==> src/rtl/tmr_pkg.sv <==
package tmr_pkg;

   localparam int PRE_W        = 3;
   localparam int CTRL_W       = 8;
   localparam int OFS_IE       = 'h00;
   localparam int OFS_ST       = 'h04;
   localparam int CH_BASE      = 'h10;
   localparam int CH_STRIDE    = 'h10;
   localparam int SUB_CTRL     = 'h0;
   localparam int SUB_IVL      = 'h4;
   localparam int SUB_CNT      = 'h8;

   typedef struct packed {
      logic             oneshot;
      logic [PRE_W-1:0] pre;
      logic [1:0]       src;
      logic             reload;
      logic             en;
   } tmr_ctrl_t;

endpackage

==> src/rtl/tmr_prescaler.sv <==
module tmr_prescaler #(
   parameter int SEL_W = 3
) (
   input  logic             clk,
   input  logic             rst_n,
   input  logic             clr,
   input  logic             adv,
   input  logic [SEL_W-1:0] sel,
   output logic             step
);
   localparam int PC_W = (1 << SEL_W) - 1;

   if (SEL_W < 1 || SEL_W > 5) begin : g_bad_sel
      $error("tmr_prescaler: SEL_W out of range");
   end

   logic [PC_W-1:0] pcnt_q;
   logic [PC_W-1:0] mask;

   always_comb begin
      mask = PC_W'((32'd1 << sel) - 32'd1);
      step = adv && (pcnt_q >= mask);
   end

   always_ff @(posedge clk) begin
      if (!rst_n || clr) begin
         pcnt_q <= '0;
      end else if (adv) begin
         pcnt_q <= step ? '0 : pcnt_q + 1'b1;
      end
   end

   assert_step_after_clear_R5: assert property (@(posedge clk) disable iff (!rst_n)
      (clr && sel != '0) |=> !step);

endmodule

==> src/rtl/tmr_channel.sv <==
module tmr_channel
   import tmr_pkg::*;
#(
   parameter int CNT_W       = 32,
   parameter int GRACE_TICKS = 2
) (
   input  logic             clk,
   input  logic             rst_n,
   input  logic             tick,
   input  logic             ctrl_we,
   input  tmr_ctrl_t        ctrl_wdata,
   input  logic             ivl_we,
   input  logic [CNT_W-1:0] ivl_wdata,
   output tmr_ctrl_t        ctrl_q,
   output logic [CNT_W-1:0] ivl_q,
   output logic [CNT_W-1:0] cnt_q,
   output logic             expire
);
   localparam int G_W = $clog2(GRACE_TICKS + 1);

   if (GRACE_TICKS < 1) begin : g_bad_grace
      $error("tmr_channel: GRACE_TICKS must be at least 1");
   end

   logic [G_W-1:0] grace_q;
   logic           active, do_load, do_adv, step;

   always_comb begin
      active  = ctrl_q.en || (grace_q != '0);
      do_load = tick && active && ctrl_q.reload;
      do_adv  = tick && active && !ctrl_q.reload;
      expire  = step && (cnt_q == CNT_W'(1));
   end

   tmr_prescaler #(.SEL_W(PRE_W)) u_pre (
      .clk   (clk),
      .rst_n (rst_n),
      .clr   (do_load),
      .adv   (do_adv),
      .sel   (ctrl_q.pre),
      .step  (step)
   );

   always_ff @(posedge clk) begin
      if (!rst_n) begin
         ctrl_q  <= '0;
         ivl_q   <= '0;
         cnt_q   <= '0;
         grace_q <= '0;
      end else begin
         if (ivl_we) ivl_q <= ivl_wdata;

         if (do_load)   cnt_q <= ivl_q;
         else if (step) cnt_q <= (cnt_q == '0) ? ivl_q : cnt_q - 1'b1;

         if (ctrl_q.en)                       grace_q <= G_W'(GRACE_TICKS);
         else if (tick && grace_q != '0)      grace_q <= grace_q - 1'b1;
         if (expire && ctrl_q.oneshot)        grace_q <= '0;

         if (ctrl_we) begin
            ctrl_q <= ctrl_wdata;
         end else begin
            if (do_load)                      ctrl_q.reload <= 1'b0;
            if (expire && ctrl_q.oneshot)     ctrl_q.en     <= 1'b0;
         end
      end
   end

   assert_load_value_R4: assert property (@(posedge clk) disable iff (!rst_n)
      do_load |=> (cnt_q == $past(ivl_q)));

   assert_reload_clear_R3: assert property (@(posedge clk) disable iff (!rst_n)
      (do_load && !ctrl_we) |=> !ctrl_q.reload);

   assert_oneshot_stop_R7: assert property (@(posedge clk) disable iff (!rst_n)
      (expire && ctrl_q.oneshot && !ctrl_we) |=> (!ctrl_q.en && grace_q == '0));

   assert_tick_gate_R11: assert property (@(posedge clk) disable iff (!rst_n)
      !tick |=> $stable(cnt_q));

   assert_stopped_hold_R8: assert property (@(posedge clk) disable iff (!rst_n)
      (!ctrl_q.en && grace_q == '0) |=> $stable(cnt_q));

endmodule

==> src/rtl/multi_interval_timer.sv <==
module multi_interval_timer
   import tmr_pkg::*;
#(
   parameter int NUM_CH      = 2,
   parameter int CNT_W       = 32,
   parameter int DATA_W      = 32,
   parameter int ADDR_W      = 8,
   parameter int GRACE_TICKS = 2
) (
   input  logic              clk,
   input  logic              rst_n,
   input  logic              tick_en,
   input  logic              bus_wr,
   input  logic [ADDR_W-1:0] bus_addr,
   input  logic [DATA_W-1:0] bus_wdata,
   output logic [DATA_W-1:0] bus_rdata,
   output logic              irq
);
   localparam int SPAN = CH_BASE + CH_STRIDE * NUM_CH;
   localparam logic [ADDR_W-1:0] A_IE = ADDR_W'(OFS_IE);
   localparam logic [ADDR_W-1:0] A_ST = ADDR_W'(OFS_ST);

   if (NUM_CH < 1 || NUM_CH > DATA_W) begin : g_bad_nch
      $error("multi_interval_timer: NUM_CH out of range");
   end
   if (CNT_W < 2 || CNT_W > DATA_W || DATA_W < CTRL_W) begin : g_bad_w
      $error("multi_interval_timer: width parameters inconsistent");
   end
   if (SPAN > (1 << ADDR_W)) begin : g_bad_addr
      $error("multi_interval_timer: ADDR_W too small for NUM_CH");
   end

   logic [NUM_CH-1:0] ie_q, st_q, expire, st_clr;
   tmr_ctrl_t         ctrl_rd [NUM_CH];
   logic [CNT_W-1:0]  ivl_rd  [NUM_CH];
   logic [CNT_W-1:0]  cnt_rd  [NUM_CH];

   for (genvar i = 0; i < NUM_CH; i++) begin : g_ch
      localparam logic [ADDR_W-1:0] A_CTRL = ADDR_W'(CH_BASE + CH_STRIDE * i + SUB_CTRL);
      localparam logic [ADDR_W-1:0] A_IVL  = ADDR_W'(CH_BASE + CH_STRIDE * i + SUB_IVL);

      tmr_channel #(.CNT_W(CNT_W), .GRACE_TICKS(GRACE_TICKS)) u_ch (
         .clk        (clk),
         .rst_n      (rst_n),
         .tick       (tick_en),
         .ctrl_we    (bus_wr && bus_addr == A_CTRL),
         .ctrl_wdata (tmr_ctrl_t'(bus_wdata[CTRL_W-1:0])),
         .ivl_we     (bus_wr && bus_addr == A_IVL),
         .ivl_wdata  (bus_wdata[CNT_W-1:0]),
         .ctrl_q     (ctrl_rd[i]),
         .ivl_q      (ivl_rd[i]),
         .cnt_q      (cnt_rd[i]),
         .expire     (expire[i])
      );

      assert_status_set_R9: assert property (@(posedge clk) disable iff (!rst_n)
         expire[i] |=> st_q[i]);

      assert_w1c_R9: assert property (@(posedge clk) disable iff (!rst_n)
         (bus_wr && bus_addr == A_ST && bus_wdata[i] && !expire[i]) |=> !st_q[i]);
   end

   always_comb begin
      st_clr = (bus_wr && bus_addr == A_ST) ? bus_wdata[NUM_CH-1:0] : '0;
      irq    = |(st_q & ie_q);
   end

   always_ff @(posedge clk) begin
      if (!rst_n) begin
         ie_q <= '0;
         st_q <= '0;
      end else begin
         if (bus_wr && bus_addr == A_IE) ie_q <= bus_wdata[NUM_CH-1:0];
         st_q <= (st_q & ~st_clr) | expire;
      end
   end

   always_comb begin
      bus_rdata = '0;
      if (bus_addr == A_IE) bus_rdata = DATA_W'(ie_q);
      if (bus_addr == A_ST) bus_rdata = DATA_W'(st_q);
      for (int i = 0; i < NUM_CH; i++) begin
         if (bus_addr == ADDR_W'(CH_BASE + CH_STRIDE * i + SUB_CTRL)) bus_rdata = DATA_W'(ctrl_rd[i]);
         if (bus_addr == ADDR_W'(CH_BASE + CH_STRIDE * i + SUB_IVL))  bus_rdata = DATA_W'(ivl_rd[i]);
         if (bus_addr == ADDR_W'(CH_BASE + CH_STRIDE * i + SUB_CNT))  bus_rdata = DATA_W'(cnt_rd[i]);
      end
   end

   assert_irq_needs_flag_R10: assert property (@(posedge clk) disable iff (!rst_n)
      (st_q == '0) |-> !irq);

endmodule

==> config.mk <==
export PLATFORM = sky130hd
export DESIGN_NAME = multi_interval_timer
export DESIGN_NICKNAME = d
export VERILOG_FILES = /design/src/rtl/tmr_pkg.sv /design/src/rtl/tmr_prescaler.sv /design/src/rtl/tmr_channel.sv /design/src/rtl/multi_interval_timer.sv
export SDC_FILE = /design/constraint.sdc
export NUM_CORES = 1
export LEC_CHECK = 0
export ABC_CLOCK_PERIOD_IN_PS = 3300
export BUFFER_PORTS_ARGS = -buffer_cell sky130_fd_sc_hd__clkbuf_2
export CORE_UTILIZATION = 35
export CTS_CLUSTER_SIZE = 30
export DETAILED_ROUTE_END_ITERATION = 12
export HOLD_SLACK_MARGIN = 0.15
export PLACE_DENSITY = 0.64
export SLEW_MARGIN = 25
export SYNTH_ARGS = -nofsm -noshare
export SYNTH_HDL_FRONTEND = slang
export SYNTH_HIERARCHICAL = 1
export SYNTH_SLANG_ARGS = --single-unit
==> constraint.sdc <==
create_clock -name clk -period 3.3 [get_ports clk]
set_input_delay 0 -clock clk [delete_from_list [all_inputs] [get_ports clk]]
set_output_delay 0 -clock clk [all_outputs]
set_load 0.01 [all_outputs]
==> reports/summary.txt <==
Status: complete, no violations
Total core area: 0.0279 mm2
Multiplexer area fraction after synthesis: 10.5%
Clk_skew: 0.0116 ns
Via count: 9883
#FFs+latches synth: 166
Final GP Congestion: 0.925
Worst setup path category: flop to flop
Critical path origin: g_ch[1].u_ch/ctrl_q[4]$_SDFFE_PN0P_
Top cells by count, synth: nor2_1 (196), dfxtp_1 (166), mux2i_1 (96), nand2_1 (76), o21ai_0 (48)
Initial Util: 35.8%
Fraction of layout cells with a size suffix above 1: 15.3%
Synth async-reset ratio: 0%
Crit Path Max Fanout: 20
Simple-gate portion of the synthesized area: 26.5%
PnR worst setup slack: 0.208 ns
DP Cell Count: 1606
Via/cell ratio: 5.89
Hold Fails Final Rpt: 0
Pin count of the biggest net entering global routing: 49
Post-layout util: 42.6%
ANT cells: 0
CTS Buf Count: 17
MaxCap Viol Count: 0
Finished Layout Cells: 1677
Final Max Tran Viols: 0
HPWL Detailed: 24.1 mm
Synthesis-to-finish area growth: 18.9%
Syn Area/Cell: 8.44 um2
Final Setup Violations: 0
Number of global-route vias before repair: 9174
All-Layer GR Usage: 23.0%
CTS tree: done
Worst hold path type: input pin to flop
EDFF count, synth: 0
R2r setup slk: 0.21 ns
CP startpoint kind: flop
Critical path capture point: g_ch[1].u_ch/cnt_q[18]$_SDFFE_PN0P_
Slew @ Worst Pin: 0.948 ns
Clock-pin slew on the worst setup and hold paths: 0.07 ns
Worst endpoint required time: 3.62 ns
Boundary pin count: 77
Starting DRT DRC Count: 949
WP data arrival: 3.41 ns
First-pass GRT wire length: 51.8 mm
Relative slew margins: 36.6%
Setup WS pre-CTS: 0.0853 ns
Post-synthesis adder-cell area fraction: 2.75%
Synth Area in Compound Gates: 20.9%
Final WL: 33.7 mm
Sequential fraction of the synthesis area: 33.2%
Worst R2R End: g_ch[1].u_ch/cnt_q[18]$_SDFFE_PN0P_
Die Span X: 171 um
Die H: 171 um
Row Count: 61
Residual overflow from global routing: 0
Port Buffer Count: 76
Final setup TNS: 0 ns
Syn nets: 1250
Synth area leaders: dfxtp_1 (33%), mux2i_1 (9.6%), nor2_1 (7.4%)
Most instantiated library cell after synthesis: nor2_1
Crit share post-route: 93.7%
Clk_lat worst skew: 0.43 ns
Fmax: 0.323 GHz
Die area: 0.0292 mm2
CTS root buffer: clkbuf_16
Synthesis Warnings: 6
Synth top area share: 33.2%
Post-route DRC: 0
CTS H-tree lvls: 4
Critical path endpoint category: flop
Reg2reg start: g_ch[1].u_ch/ctrl_q[4]$_SDFFE_PN0P_
Synth Cell Area: 0.0100 mm2
Fin crit period: 3.09 ns
Top_reg_cell synth: dfxtp_1
Pre-antenna DRT Iters: 5
NumNets Final: 1352
WL/cell: 20.1 um
Clk sinks: 166
Post-synthesis xor/xnor area fraction: 1.49%
Post-Synthesis Cells: 1184
Post-synth top area cell: dfxtp_1
Distinct cells, synth: 92
Clock Path Buffers: 2
RSZ-0062 raised after global routing: false
R2r worst-path depth: 11
Antenna violations before repair: 0
Largest family of logic cells by synthesized area: simple AND/OR/NAND/NOR gates
Post-route ant nets: 0
-- metal layers --
metal,part of all wire (%),vias to the layer above,wire [um],GRT usage [%]
li1,-,4610,-,-
met1,42,4771,14100,29.3
met2,48,413,16100,38.2
met3,6.9,89,2310,3.96
met4,3.6,0,1210,9.63
met5,0,-,0,0
-- worst min-delay path by stage --
stage	from	end	slack (ns)	cells past startpoint
6_report	bus_addr[0]	ie_q[0]$_SDFFE_PN0P_	0.37	5
5_1_grt	bus_addr[1]	ie_q[0]$_SDFFE_PN0P_	0.40	5
4_1_cts	bus_addr[1]	ie_q[0]$_SDFFE_PN0P_	0.35	5
3_5_place_dp	bus_wdata[27]	g_ch[1].u_ch/ivl_q[27]$_SDFFE_PN0P_	0.27	3
3_3_place_gp	bus_wdata[27]	g_ch[1].u_ch/ivl_q[27]$_SDFFE_PN0P_	0.26	3
2_1_floorplan	rst_n	st_q[0]$_SDFF_PN0_	0.12	1
-- worst max-delay path, cell delays in order (launching register included) --
cell	delay, ns
dfxtp_1	0.36
or3_1	0.37
ha_1	0.28
nand2b_4	0.12
a2111oi_4	0.07
or2_1	0.24
a31oi_1	0.29
buf_12	0.20
nand4bb_2	0.30
nor4_1	0.35
mux2i_1	0.27
o22ai_1	0.10
-- repair_timing --
action	in CTS	in global routing
setup buffers	0	0
endpoints found under the hold margin	87	0
hold buffers	39	0
setup endpoints to repair	0	3
resized for setup	0	2
-- state kept, by name (all words and copies together) (netlist names) --
register and count:
g_ch.u_ch/ctrl_q 16, g_ch.u_ch/u_pre/pcnt_q 14, g_ch.u_ch/grace_q 4, ie_q 2
st_q 2, g_ch.u_ch/cnt_q 64, g_ch.u_ch/ivl_q 64
-- area by class of cell --
| cell class | count | area (um2) |
|---|---|---|
| clock inverter | 11 | 219 |
| tap | 378 | 473 |
| timing repair buffer | 151 | 1070 |
| sequential | 166 | 3320 |
| clock buffer | 21 | 460 |
| inverter | 31 | 116 |
| fill | 2805 | 16000 |
| multi-input combinational | 919 | 6230 |
-- logic make-up (layout without fill, tap and decap cells) --
logic type                 Yosys count  after routing
and+or+nand+nor                    498            498
AOI/OAI and AO/OA                  279            279
DFF                                166            166
muxes                              103            103
buffers and inverters               99            214
adders and majority gates           22             22
xor gates and xnor gates            17             17
-- placed cells by master, fill, tap and decap left out, types with 5 or more instances in the layout --
cell type	synthesis	final
a22o_1	6	6
o311ai_0	8	8
xnor2_1	9	9
a22oi_1	26	26
and3_1	6	5
a221o_1	25	25
dlygate4sd3_1	0	39
and2_1	13	13
nor2b_1	10	10
a32o_1	7	7
buf_4	8	34
nand3b_1	6	6
a21o_1	7	6
nor2_1	196	195
nand4_1	17	17
dfxtp_1	166	166
nor4_1	29	29
bufinv_16	0	6
or3_1	16	16
nand3_1	36	36
nand2b_1	9	9
inv_1	26	25
nand2_1	76	76
o2bb2ai_1	8	8
clkbuf_16	0	17
xor2_1	8	8
nor4_4	6	6
or4_1	9	9
nor3_2	7	7
mux2i_1	96	96
a21oi_1	43	43
o211ai_1	15	15
o21a_1	10	10
nor3_1	25	25
a31oi_1	20	19
clkbuf_2	1	76
o22ai_1	17	17
o21ai_0	48	48
ha_1	22	22
-- stage by stage --
stage               area [um2]  hold WS, ns
finish                   11900        0.373
global route             11900        0.399
CTS                      11900        0.354
detailed placement       10800        0.269
global placement         10800        0.261
floorplan                10000        0.118
Power is not shown: default switching activity piles up to over one toggle a cycle in this logic, so the estimate is an artifact.
